<file path="config.mk">
export PLATFORM = sky130hd
export DESIGN_NAME = sdo_port
export DESIGN_NICKNAME = d
export VERILOG_FILES = /design/src/rtl/sdo_pkg.sv /design/src/rtl/sdo_fifo.sv /design/src/rtl/sdo_tbrk.sv /design/src/rtl/sdo_serdes.sv /design/src/rtl/sdo_port.sv
export SDC_FILE = /design/constraint.sdc
export NUM_CORES = 1
export LEC_CHECK = 0
export BUFFER_PORTS_ARGS = -buffer_cell sky130_fd_sc_hd__buf_2
export CORE_UTILIZATION = 40
export DETAILED_ROUTE_END_ITERATION = 8
export SKIP_LAST_GASP = 1
export SYNTH_ARGS = -nofsm -noshare
export SYNTH_HDL_FRONTEND = slang
export SYNTH_HIERARCHICAL = 1
export SYNTH_SLANG_ARGS = --single-unit
</file>
<file path="constraint.sdc">
create_clock -name clk -period 4.7 [get_ports clk]
set_clock_uncertainty 0.15 [all_clocks]
set_input_delay 0.235 -clock clk [delete_from_list [all_inputs] [get_ports clk]]
set_output_delay 0.235 -clock clk [all_outputs]
set_load 0.005 [all_outputs]
</file>
<file path="src/rtl/sdo_pkg.sv">
package sdo_pkg;
  localparam int CHAN_W = 2;
  localparam int DATA_W = 24;
  localparam int STAT_W = 8;
  localparam int WORD_W = STAT_W + DATA_W;
  localparam int IDX_W  = $clog2(WORD_W);

  // Status byte: channel on top, marker next, zero padding below.
  function automatic logic [STAT_W-1:0] make_status(input logic [CHAN_W-1:0] chan,
                                                    input logic marker);
    return {chan, marker, {(STAT_W-CHAN_W-1){1'b0}}};
  endfunction

  function automatic logic [WORD_W-1:0] make_word(input logic [CHAN_W-1:0] chan,
                                                  input logic marker,
                                                  input logic [DATA_W-1:0] data);
    return {make_status(chan, marker), data};
  endfunction
endpackage

</file>
<file path="src/rtl/sdo_fifo.sv">
module sdo_fifo #(
  parameter int WIDTH = 32,
  parameter int DEPTH = 8,
  localparam int PTR_W = (DEPTH > 1) ? $clog2(DEPTH) : 1,
  localparam int LVL_W = $clog2(DEPTH + 1)
) (
  input  logic             clk,
  input  logic             rst_n,
  input  logic             wr_en,
  input  logic [WIDTH-1:0] wr_data,
  input  logic             rd_en,
  output logic [WIDTH-1:0] rd_data,
  output logic [LVL_W-1:0] level,
  output logic             wr_ok,
  output logic             drop
);
  logic [WIDTH-1:0] mem [DEPTH];
  logic [PTR_W-1:0] wp, rp;
  logic [LVL_W-1:0] cnt;
  logic full, empty, rd_ok;

  function automatic logic [PTR_W-1:0] ptr_next(input logic [PTR_W-1:0] p);
    return (p == PTR_W'(DEPTH - 1)) ? '0 : p + 1'b1;
  endfunction

  assign full    = (cnt == LVL_W'(DEPTH));
  assign empty   = (cnt == '0);
  assign wr_ok   = wr_en && !full;
  assign drop    = wr_en && full;
  assign rd_ok   = rd_en && !empty;
  assign rd_data = mem[rp];
  assign level   = cnt;

  always_ff @(posedge clk or negedge rst_n) begin
    if (!rst_n) begin
      wp  <= '0;
      rp  <= '0;
      cnt <= '0;
    end else begin
      if (wr_ok) wp <= ptr_next(wp);
      if (rd_ok) rp <= ptr_next(rp);
      case ({wr_ok, rd_ok})
        2'b10:   cnt <= cnt + 1'b1;
        2'b01:   cnt <= cnt - 1'b1;
        default: cnt <= cnt;
      endcase
    end
  end

  always_ff @(posedge clk) begin
    if (wr_ok) mem[wp] <= wr_data;
  end
endmodule

</file>
<file path="src/rtl/sdo_tbrk.sv">
module sdo_tbrk #(
  parameter int DLY_W = 16
) (
  input  logic             clk,
  input  logic             rst_n,
  input  logic             event_in,
  input  logic [DLY_W-1:0] delay,
  input  logic             smp_valid,
  output logic             flag_hit,
  output logic             pending
);
  logic [DLY_W-1:0] left;

  // A new event in the same cycle restarts the countdown; that sample is not counted.
  assign flag_hit = smp_valid && pending && (left == '0) && !event_in;

  always_ff @(posedge clk or negedge rst_n) begin
    if (!rst_n) begin
      pending <= 1'b0;
      left    <= '0;
    end else if (event_in) begin
      pending <= 1'b1;
      left    <= delay;
    end else if (smp_valid && pending) begin
      if (left == '0) pending <= 1'b0;
      else            left    <= left - 1'b1;
    end
  end
endmodule

</file>
<file path="src/rtl/sdo_serdes.sv">
module sdo_serdes import sdo_pkg::*; #(
  parameter int LVL_W   = 4,
  parameter int TOK_CYC = 4,
  localparam int TOK_W  = $clog2(TOK_CYC + 1)
) (
  input  logic              clk,
  input  logic              rst_n,
  input  logic              mode_cont,
  input  logic              tok_in,
  input  logic              sclk,
  input  logic [WORD_W-1:0] head_word,
  input  logic [LVL_W-1:0]  level,
  input  logic              push,
  output logic              pop,
  output logic              end_burst,
  output logic [IDX_W-1:0]  bit_idx,
  output logic              rdy_n,
  output logic              tok_out,
  output logic              sdata
);
  logic             sclk_d, armed, rdy_q, shift;
  logic [TOK_W-1:0] tok_cnt;

  assign shift     = rdy_q && sclk && !sclk_d;
  assign pop       = shift && (bit_idx == IDX_W'(WORD_W - 1));
  assign end_burst = pop && (level == LVL_W'(1)) && !push;
  assign sdata     = head_word[IDX_W'(WORD_W - 1) - bit_idx];
  assign rdy_n     = !rdy_q;
  assign tok_out   = (tok_cnt != '0);

  always_ff @(posedge clk or negedge rst_n) begin
    if (!rst_n) begin
      sclk_d  <= 1'b0;
      bit_idx <= '0;
      armed   <= 1'b0;
      rdy_q   <= 1'b0;
      tok_cnt <= '0;
    end else begin
      sclk_d <= sclk;
      if (shift) bit_idx <= pop ? '0 : bit_idx + 1'b1;
      if (end_burst)                armed <= 1'b0;
      else if (tok_in && !mode_cont) armed <= 1'b1;
      rdy_q <= !end_burst && (armed || mode_cont) && (level != '0);
      if (end_burst && !mode_cont) tok_cnt <= TOK_W'(TOK_CYC);
      else if (tok_cnt != '0)      tok_cnt <= tok_cnt - 1'b1;
    end
  end
endmodule

</file>
<file path="src/rtl/sdo_port.sv">
module sdo_port import sdo_pkg::*; #(
  parameter int DEPTH   = 8,
  parameter int DLY_W   = 16,
  parameter int TOK_CYC = 4,
  localparam int LVL_W  = $clog2(DEPTH + 1)
) (
  input  logic              clk,
  input  logic              rst_n,
  input  logic              smp_valid,
  input  logic [CHAN_W-1:0] smp_chan,
  input  logic [DATA_W-1:0] smp_data,
  input  logic              tbrk_pulse,
  input  logic [DLY_W-1:0]  tbrk_delay,
  input  logic              mode_cont,
  input  logic              tok_in,
  input  logic              sclk,
  output logic              rdy_n,
  output logic              tok_out,
  output logic              sdata,
  output logic [LVL_W-1:0]  fifo_level,
  output logic              ovf_flag
);
  // Named internal events, also observed by the bound checker.
  logic              flag_hit, tb_pending;
  logic              wr_push, wr_drop, rd_pop, end_burst;
  logic [IDX_W-1:0]  bit_idx;
  logic [WORD_W-1:0] in_word, head_word;

  sdo_tbrk #(.DLY_W(DLY_W)) u_tbrk (
    .clk(clk), .rst_n(rst_n), .event_in(tbrk_pulse), .delay(tbrk_delay),
    .smp_valid(smp_valid), .flag_hit(flag_hit), .pending(tb_pending)
  );

  assign in_word = make_word(smp_chan, flag_hit, smp_data);

  sdo_fifo #(.WIDTH(WORD_W), .DEPTH(DEPTH)) u_fifo (
    .clk(clk), .rst_n(rst_n), .wr_en(smp_valid), .wr_data(in_word),
    .rd_en(rd_pop), .rd_data(head_word), .level(fifo_level),
    .wr_ok(wr_push), .drop(wr_drop)
  );

  sdo_serdes #(.LVL_W(LVL_W), .TOK_CYC(TOK_CYC)) u_serdes (
    .clk(clk), .rst_n(rst_n), .mode_cont(mode_cont), .tok_in(tok_in), .sclk(sclk),
    .head_word(head_word), .level(fifo_level), .push(wr_push), .pop(rd_pop),
    .end_burst(end_burst), .bit_idx(bit_idx), .rdy_n(rdy_n), .tok_out(tok_out),
    .sdata(sdata)
  );

  always_ff @(posedge clk or negedge rst_n) begin
    if (!rst_n)       ovf_flag <= 1'b0;
    else if (wr_drop) ovf_flag <= 1'b1;
  end
endmodule

</file>
=== After elaboration in Yosys (flattened, before gate mapping) ===
Memory sizes are Yosys's and may differ from the RTL's.
Cells that the tools add are included.

* Register bits: 39
* Latch bits: 0
* RAM bits: 216
* ROM bits: 0
* Input port bits: 49
* Word-level logic and storage cells: 82
* Memories: 1

{| class="wikitable"
|+ Memories
! memory !! depth !! width !! read ports !! clocked after Yosys merged registers in !! write ports !! RTL line !! text
|-
| u_fifo.mem || 8 || 27 || 1 || 0 || 1 || sdo_fifo.sv:17 || <nowiki>logic [WIDTH-1:0] mem [DEPTH];</nowiki>
|}

* $add $sub $neg: 8
* Multiply operators: 0
* Div/mod/pow operators: 0
* Order comparisons: 1
* Equal/unequal tests: 8
* Shift operators: 0
* Mux-type cells: 18
* Bitwise gates (word level): 0
* Reductions and logical operators: 35

{| class="wikitable"
|+ Operators by type and width
! operator !! count
|-
| 16-bit 2-to-1 mux || 3
|-
| 16-bit zero test || 1
|-
| 16-bit by 1-bit subtractor with 16-bit output (second input constant) || 1
|-
| 1-bit logical AND || 15
|-
| 3-bit 2-to-1 mux || 4
|-
| 2-bit nonzero test || 5
|-
| 1-bit zero test || 8
|-
| 1-bit 2-to-1 mux || 8
|-
| 4-bit one-hot mux with 2 select lines || 1
|-
| 3-bit by 1-bit adder with 3-bit output (second input constant) || 2
|-
| 3-bit == test (second input constant) || 2
|-
| 5-bit by 6-bit less-than comparator with 1-bit output (second input constant) || 1
|-
| 5-bit by 1-bit adder with 5-bit output (second input constant) || 1
|-
| 1-bit binary-select mux with 5-bit select || 1
|-
| 5-bit == test (second input constant) || 1
|-
| 5-bit 2-to-1 mux || 1
|-
| 5-bit subtractor (first input constant) || 1
|-
| 4-bit by 1-bit adder with 4-bit output (second input constant) || 1
|-
| 4-bit by 1-bit == test with 1-bit output (second input constant) || 1
|-
| 4-bit == test (second input constant) || 1
|-
| 4-bit zero test || 1
|-
| 2-bit AND reduction || 2
|-
| 4-bit nonzero test || 1
|-
| 4-bit by 1-bit subtractor with 4-bit output (second input constant) || 1
|-
| 6 further kinds || 6
|}

=== Logic depth before layout (Yosys ltp) ===
* Word-level depth: 8
* Depth in mapped cells: 12

=== Hierarchy ===
The synthesis kept the hierarchy.

{| class="wikitable"
|+ Modules (own cells, without submodules)
! module !! times used !! cells each !! area each (sq um) !! sequential area each (sq um)
|-
| sdo_fifo || 1 || 440 || 10297.4 || 7937.6
|-
| sdo_tbrk || 1 || 119 || 1054.8 || 425.4
|-
| sdo_serdes || 1 || 94 || 868.3 || 275.3
|-
| sdo_port || 1 || 3 || 35.0 || 25.0
|}

=== Worst setup path after synthesis ===
OpenSTA, ideal clock, no wires.

* Kind: register to register
* Start point: register u_fifo.cnt[0] (netlist: u_fifo/level[0])
* End point: memory u_fifo/mem[0][0] (netlist name), enable pin
* Data arrival time: 3877 ps
* Data required time: 4049 ps
* Setup slack: 172 ps
* Stages on the path, launching flop included: 4
* Path buffers: 0
* Period minus slack after synthesis: 4528 ps
* Path through: dfrtp_1 or4b_1 nand2_2 nor4_1

* Word-level cells in the longest chain between the ends: 5

{| class="wikitable"
|+ Ends and longest elaborated chain
! element !! RTL line !! text
|-
| from (decl) || sdo_fifo.sv:19 || <nowiki>logic [LVL_W-1:0] cnt;</nowiki>
|-
| from (signal assigned) || sdo_fifo.sv:43 || <nowiki>2'b10: cnt <= cnt + 1'b1;</nowiki>
|-
| from (signal assigned) || sdo_fifo.sv:44 || <nowiki>2'b01: cnt <= cnt - 1'b1;</nowiki>
|-
| from (signal assigned) || sdo_fifo.sv:45 || <nowiki>default: cnt <= cnt;</nowiki>
|-
| 4-bit == test || sdo_fifo.sv:26 || <nowiki>assign full = (cnt == LVL_W'(DEPTH));</nowiki>
|-
| 1-bit zero test || sdo_fifo.sv:28 || <nowiki>assign wr_ok = wr_en && !full;</nowiki>
|-
| 1-bit logical AND || sdo_fifo.sv:28 ||
|-
| 1-bit 2-to-1 mux || sdo_fifo.sv:51 || <nowiki>if (wr_ok) mem[wp] <= wr_data;</nowiki>
|-
| 1-bit 2-to-1 mux (implied by the code) || sdo_fifo.sv:51 ||
|-
| to (decl) || sdo_fifo.sv:17 ||
|}

No other way between the ends.

=== Final worst setup path ===
* Start point: register u_fifo.rp[0]
* End point: output port sdata

* Word-level cells in the longest chain between the ends: 3

{| class="wikitable"
|+ Ends and longest elaborated chain
! element !! RTL line !! text
|-
| from (decl) || sdo_fifo.sv:18 || <nowiki>logic [PTR_W-1:0] wp, rp;</nowiki>
|-
| from (signal assigned) || sdo_fifo.sv:41 || <nowiki>if (rd_ok) rp <= ptr_next(rp);</nowiki>
|-
| memory 8 x 27 bit || n/a ||
|-
| named net head_word[20] || sdo_port.sv:27 || <nowiki>logic [WORD_W-1:0] in_word, head_word;</nowiki>
|-
| 1-bit binary-select mux with 5-bit select || sdo_serdes.sv:27 || <nowiki>assign sdata = head_word[IDX_W'(WORD_W - 1) - bit_idx];</nowiki>
|-
| 1-bit 2-to-1 mux (implied by the code) || sdo_serdes.sv:27 ||
|-
| to (decl) || sdo_port.sv:19 || <nowiki>output logic sdata,</nowiki>
|}

The timed path passes the listed nets, and every way through them passes these cells. The select of a mux whose other input is x is not followed.

==> reports/results.md <==
- **Placeable Area** 29900 um2
- **Setup crit end kind** output pin
- **total negative slack** 0 ns
- **number of instances in the synthesized netlist** 656
- **Slew HR** 33.1%
- **data required time at the worst endpoint** 4.32 ns
- **number of DRC violations after detailed-routing iteration 0** 383
- **final HPWL from detailed placement** 15100 um
- **Yosys top cell by area** edfxtp_1
- **R2R Setup Slk** 1.17 ns
- **global-route track usage on met2** 29.5%
- **total number of nets in the final design** 890
- **worst-path maximum fanout** 32
- **Post-Synthesis Mean Instance Area** 18.7 um2
- **CP peak stage delay** 0.86 ns
- **final-layout worst hold slack** 0.0552 ns
- **Critical Path Slowest Stage Cell** dfrtp_4
- **number of standard-cell rows in the floorplan** 63
- **antenna-violating nets left** 0
- **count of different cell masters after synthesis** 65
- **met1 Track Usage GR** 21.8%
- **worst-margin pin slew** 1.00 ns
- **Top FF cell, synth** edfxtp_1
- **Critical Setup Path Class** flop to output pin
- **final setup vio count** 0
- **total die area** 31300 um2
- **chip height** 177 um
- **Levels on crit path** 9
- **TritonCTS clock tree** done
- **minimum setup slack in the final design** 0.677 ns
- **Post-Place Worst Slack** 1.19 ns
- **outcome** completed
- **crit-path cells** buf_4 -> mux4_2 -> mux2_2 -> mux2i_1 -> a22oi_1 -> nand4b_1 -> o22ai_1 -> a311o_1 -> buf_2
- **number of top-level pins** 57
- **clock period minus final worst setup slack** 4.02 ns
- **number of max-capacitance violations reported** 0
- **CTS H-Tree Depth** 1
- **class of the tightest hold or removal check** input port to flop
- **total routed wirelength** 25500 um
- **clk slew on worst S/H paths** 0.07 ns
- **Yosys top cell area share** 62.7%
- **setup fix buffers added after clock tree synthesis** 0
- **crit-path leading delay family** multiplexers
- **Max clock buf depth** 3
- **horizontal die dimension** 177 um
- **Synth Warn #** 6
- **DR vias** 6550
- **global-route usage over all layers** 16.8%
- **number of flops mapped to enable cells by yosys** 256
- **endpoints failing hold** 0
- **Inserted Clock Buffers** 31
- **clock tree sinks** 295
- **grt peak-use layer** met2
- **DR DRC count** 0
- **cts-stage hold buffer count** 55
- **async set or reset register ratio after synthesis** 13.2%
- **clock latency on the worst-skew pair** 0.56 ns
- **pin count of the biggest net entering global routing** 41
- **post-synthesis sequential area ratio** 70.7%
- **maximum VDD drop** 0.000316 V
- **number of antenna violations at the first check in global routing** 0
- **number of iterations in the first detailed-routing pass** 4
- **number of buffers added on ports** 56
- **cell area after technology mapping** 12300 um2
- **Resized Gates After CTS** 0
- **RSZ-0062 raised after global routing** false
- **final weighted congestion in routability-driven placement** 0.824
- **met3 global-route usage** 2.43%
- **wire length per cell after detailed routing** 20.5 um
- **power density over cell area** 478 nW/um2
- **effective utilization at floorplan** 41.0%
- **number of pins with negative max-slew slack in the final report** 0
- **wire length of the first global-routing pass** 39500 um
- **area growth from synthesis to layout** 20.5%
- **hold-critical path depth** 3
- **total congestion overflow after global routing** 0
- **highest achievable clock rate** 0.249 GHz
- **Buf+Inv Stages, Crit Path** 2
- **most area-consuming cells after synthesis** edfxtp_1 63%, mux4_2 12%, dfrtp_1 8.0%
- **fraction of layout instances using a drive strength above 1** 28.7%
- **Vias/cell** 5.27
- **CTS root buffer** clkbuf_16
- **flip-flop and latch count after synthesis** 295
- **data arrival at the endpoint of the critical path** 3.64 ns
- **antenna diode instance count** 0
- **Period Utilization, post-route** 85.6%
- **P_leak** 5.05 nW
- **via count of the first global-routing pass** 7026
- **startpoint types** flop
- **worst reg-to-reg path cell count** 12
path summary, 6_finish.rpt:
check / from / endpoint
worst min-delay path: tbrk_pulse / u_tbrk/left[3]$_DFFE_PN0P_
worst max register to register: u_serdes/bit_idx[1]$_DFFE_PN0P_ / u_fifo/level[3]$_DFFE_PN0P_
worst min register to register: ovf_flag$_DFFE_PN0P_ / ovf_flag$_DFFE_PN0P_
worst max-delay path: u_fifo/rp[0]$_DFFE_PN0P_ / sdata
min in group asynchronous: rst_n / u_tbrk/left[14]$_DFFE_PN0P_
max in group asynchronous: rst_n / u_fifo/rp[0]$_DFFE_PN0P_
through the flow:
step / cells / cell area (um2) / util [%] / power, mW
2_1_floorplan: 695 / 12400 / - / 4.22
3_3_place_gp: 1130 / 13200 / 44.2 / 4.61
3_5_place_dp: 1130 / 13200 / 44.2 / 4.68
4_1_cts: 1243 / 14800 / 49.4 / 7.13
5_1_grt: 1243 / 14800 / 49.4 / 7.35
6_report: 1243 / 14800 / 49.4 / 7.06
metal layers:
| layer | share of wire (%) | up-vias | wire length (um) |
|---|---|---|---|
| met4 | 1.7 | 0 | 442 |
| li1 | - | 2963 | - |
| met2 | 51 | 159 | 13000 |
| met1 | 43 | 3395 | 11000 |
| met5 | 0 | - | 0 |
| met3 | 3.9 | 33 | 1010 |
final cells by class:
class	count	area, um2
Inverter	18	67.6
Clock inverter	15	140
Tap cell	390	488
Timing Repair Buffer	128	983
Multi-Input combinational cell	354	3540
Clock buffer	43	881
Sequential cell	295	8670
Fill cell	2474	15100
where the power goes:
part	internal, mW	total (mW)	switching (mW)
Combinational	0.483	1.15	0.665
Clock	1.42	2.41	0.996
Sequential	3.29	3.50	0.213
Total	5.19	7.06	1.87
state kept, by name, summed over array words and instances (netlist names), 3 cells and up:
| name | cells |
|---|---|
| u_fifo/mem | 256 |
| u_tbrk/left | 16 |
| u_serdes/bit_idx | 5 |
| u_fifo/level | 4 |
| u_fifo/rp | 3 |
| u_fifo/wp | 3 |
| u_serdes/tok_cnt | 3 |
worst register-to-register path, delay by kind of cell (launching register included):
| kind | cells | cell delay [ns] |
|---|---|---|
| adder cells (fa/ha/maj) | 4 | 1.15 |
| AND/OR/NAND/NOR | 3 | 0.97 |
| flip-flops | 1 | 0.52 |
| AO/OA/AOI/OAI | 3 | 0.46 |
| buffers and inverters | 2 | 0.17 |
synthesized netlist by cell type, types with 2 or more instances:
| cell | n |
|---|---|
| a21oi_1 | 9 |
| nor3_2 | 2 |
| nor3_1 | 9 |
| a22oi_1 | 4 |
| o311ai_0 | 2 |
| nand2_1 | 20 |
| a31oi_1 | 5 |
| dfrtp_1 | 39 |
| buf_1 | 4 |
| nand3_1 | 5 |
| ha_1 | 12 |
| mux2_1 | 3 |
| xor2_1 | 5 |
| xnor2_1 | 4 |
| mux4_2 | 64 |
| mux2_2 | 37 |
| nor2_1 | 26 |
| o31ai_1 | 2 |
| o211ai_1 | 3 |
| or4b_1 | 2 |
| nand2b_1 | 4 |
| nor3b_1 | 4 |
| clkbuf_1 | 8 |
| buf_2 | 9 |
| a211oi_1 | 3 |
| nand3b_1 | 2 |
| mux2i_1 | 20 |
| nor4_1 | 8 |
| buf_6 | 5 |
| nand4b_1 | 3 |
| or3_1 | 5 |
| nand4_1 | 5 |
| o21ai_0 | 18 |
| edfxtp_1 | 256 |
| inv_1 | 17 |
| and3_1 | 3 |
logic make-up (layout without fill, tap and decap cells):
kind of cell / after synthesis / after routing / synth area share [%]
other cells: 1 / 40 / 0.0306
buf+inv: 46 / 204 / 2.03
mux: 124 / 124 / 17.1
fa+ha+maj: 13 / 13 / 1.39
compound gates: 58 / 58 / 3.19
simple gates: 110 / 110 / 4.96
xor+xnor: 9 / 9 / 0.643
flops: 295 / 295 / 70.7
cell usage in the layout, fill, tap and decap left out, types with 5 or more instances in the layout:
master           n
a31oi_1          5
nor2_1          23
a21oi_1          9
mux4_2          64
dfrtp_1         36
clkbuf_8         6
nor3_1           5
clkbuf_16       31
or3_1            5
nand3_1          5
nor3_2           6
nor4_1           7
ha_1            12
xor2_1           5
nand4_1          5
inv_1           17
mux2_2          37
clkbuf_1         6
nand2_1         20
edfxtp_1       256
o21ai_0         18
buf_2           56
conb_1          40
buf_4           15
dlygate4sd3_1   55
mux2i_1         20
clkinv_2         5
(Power assumes the default switching activity.)
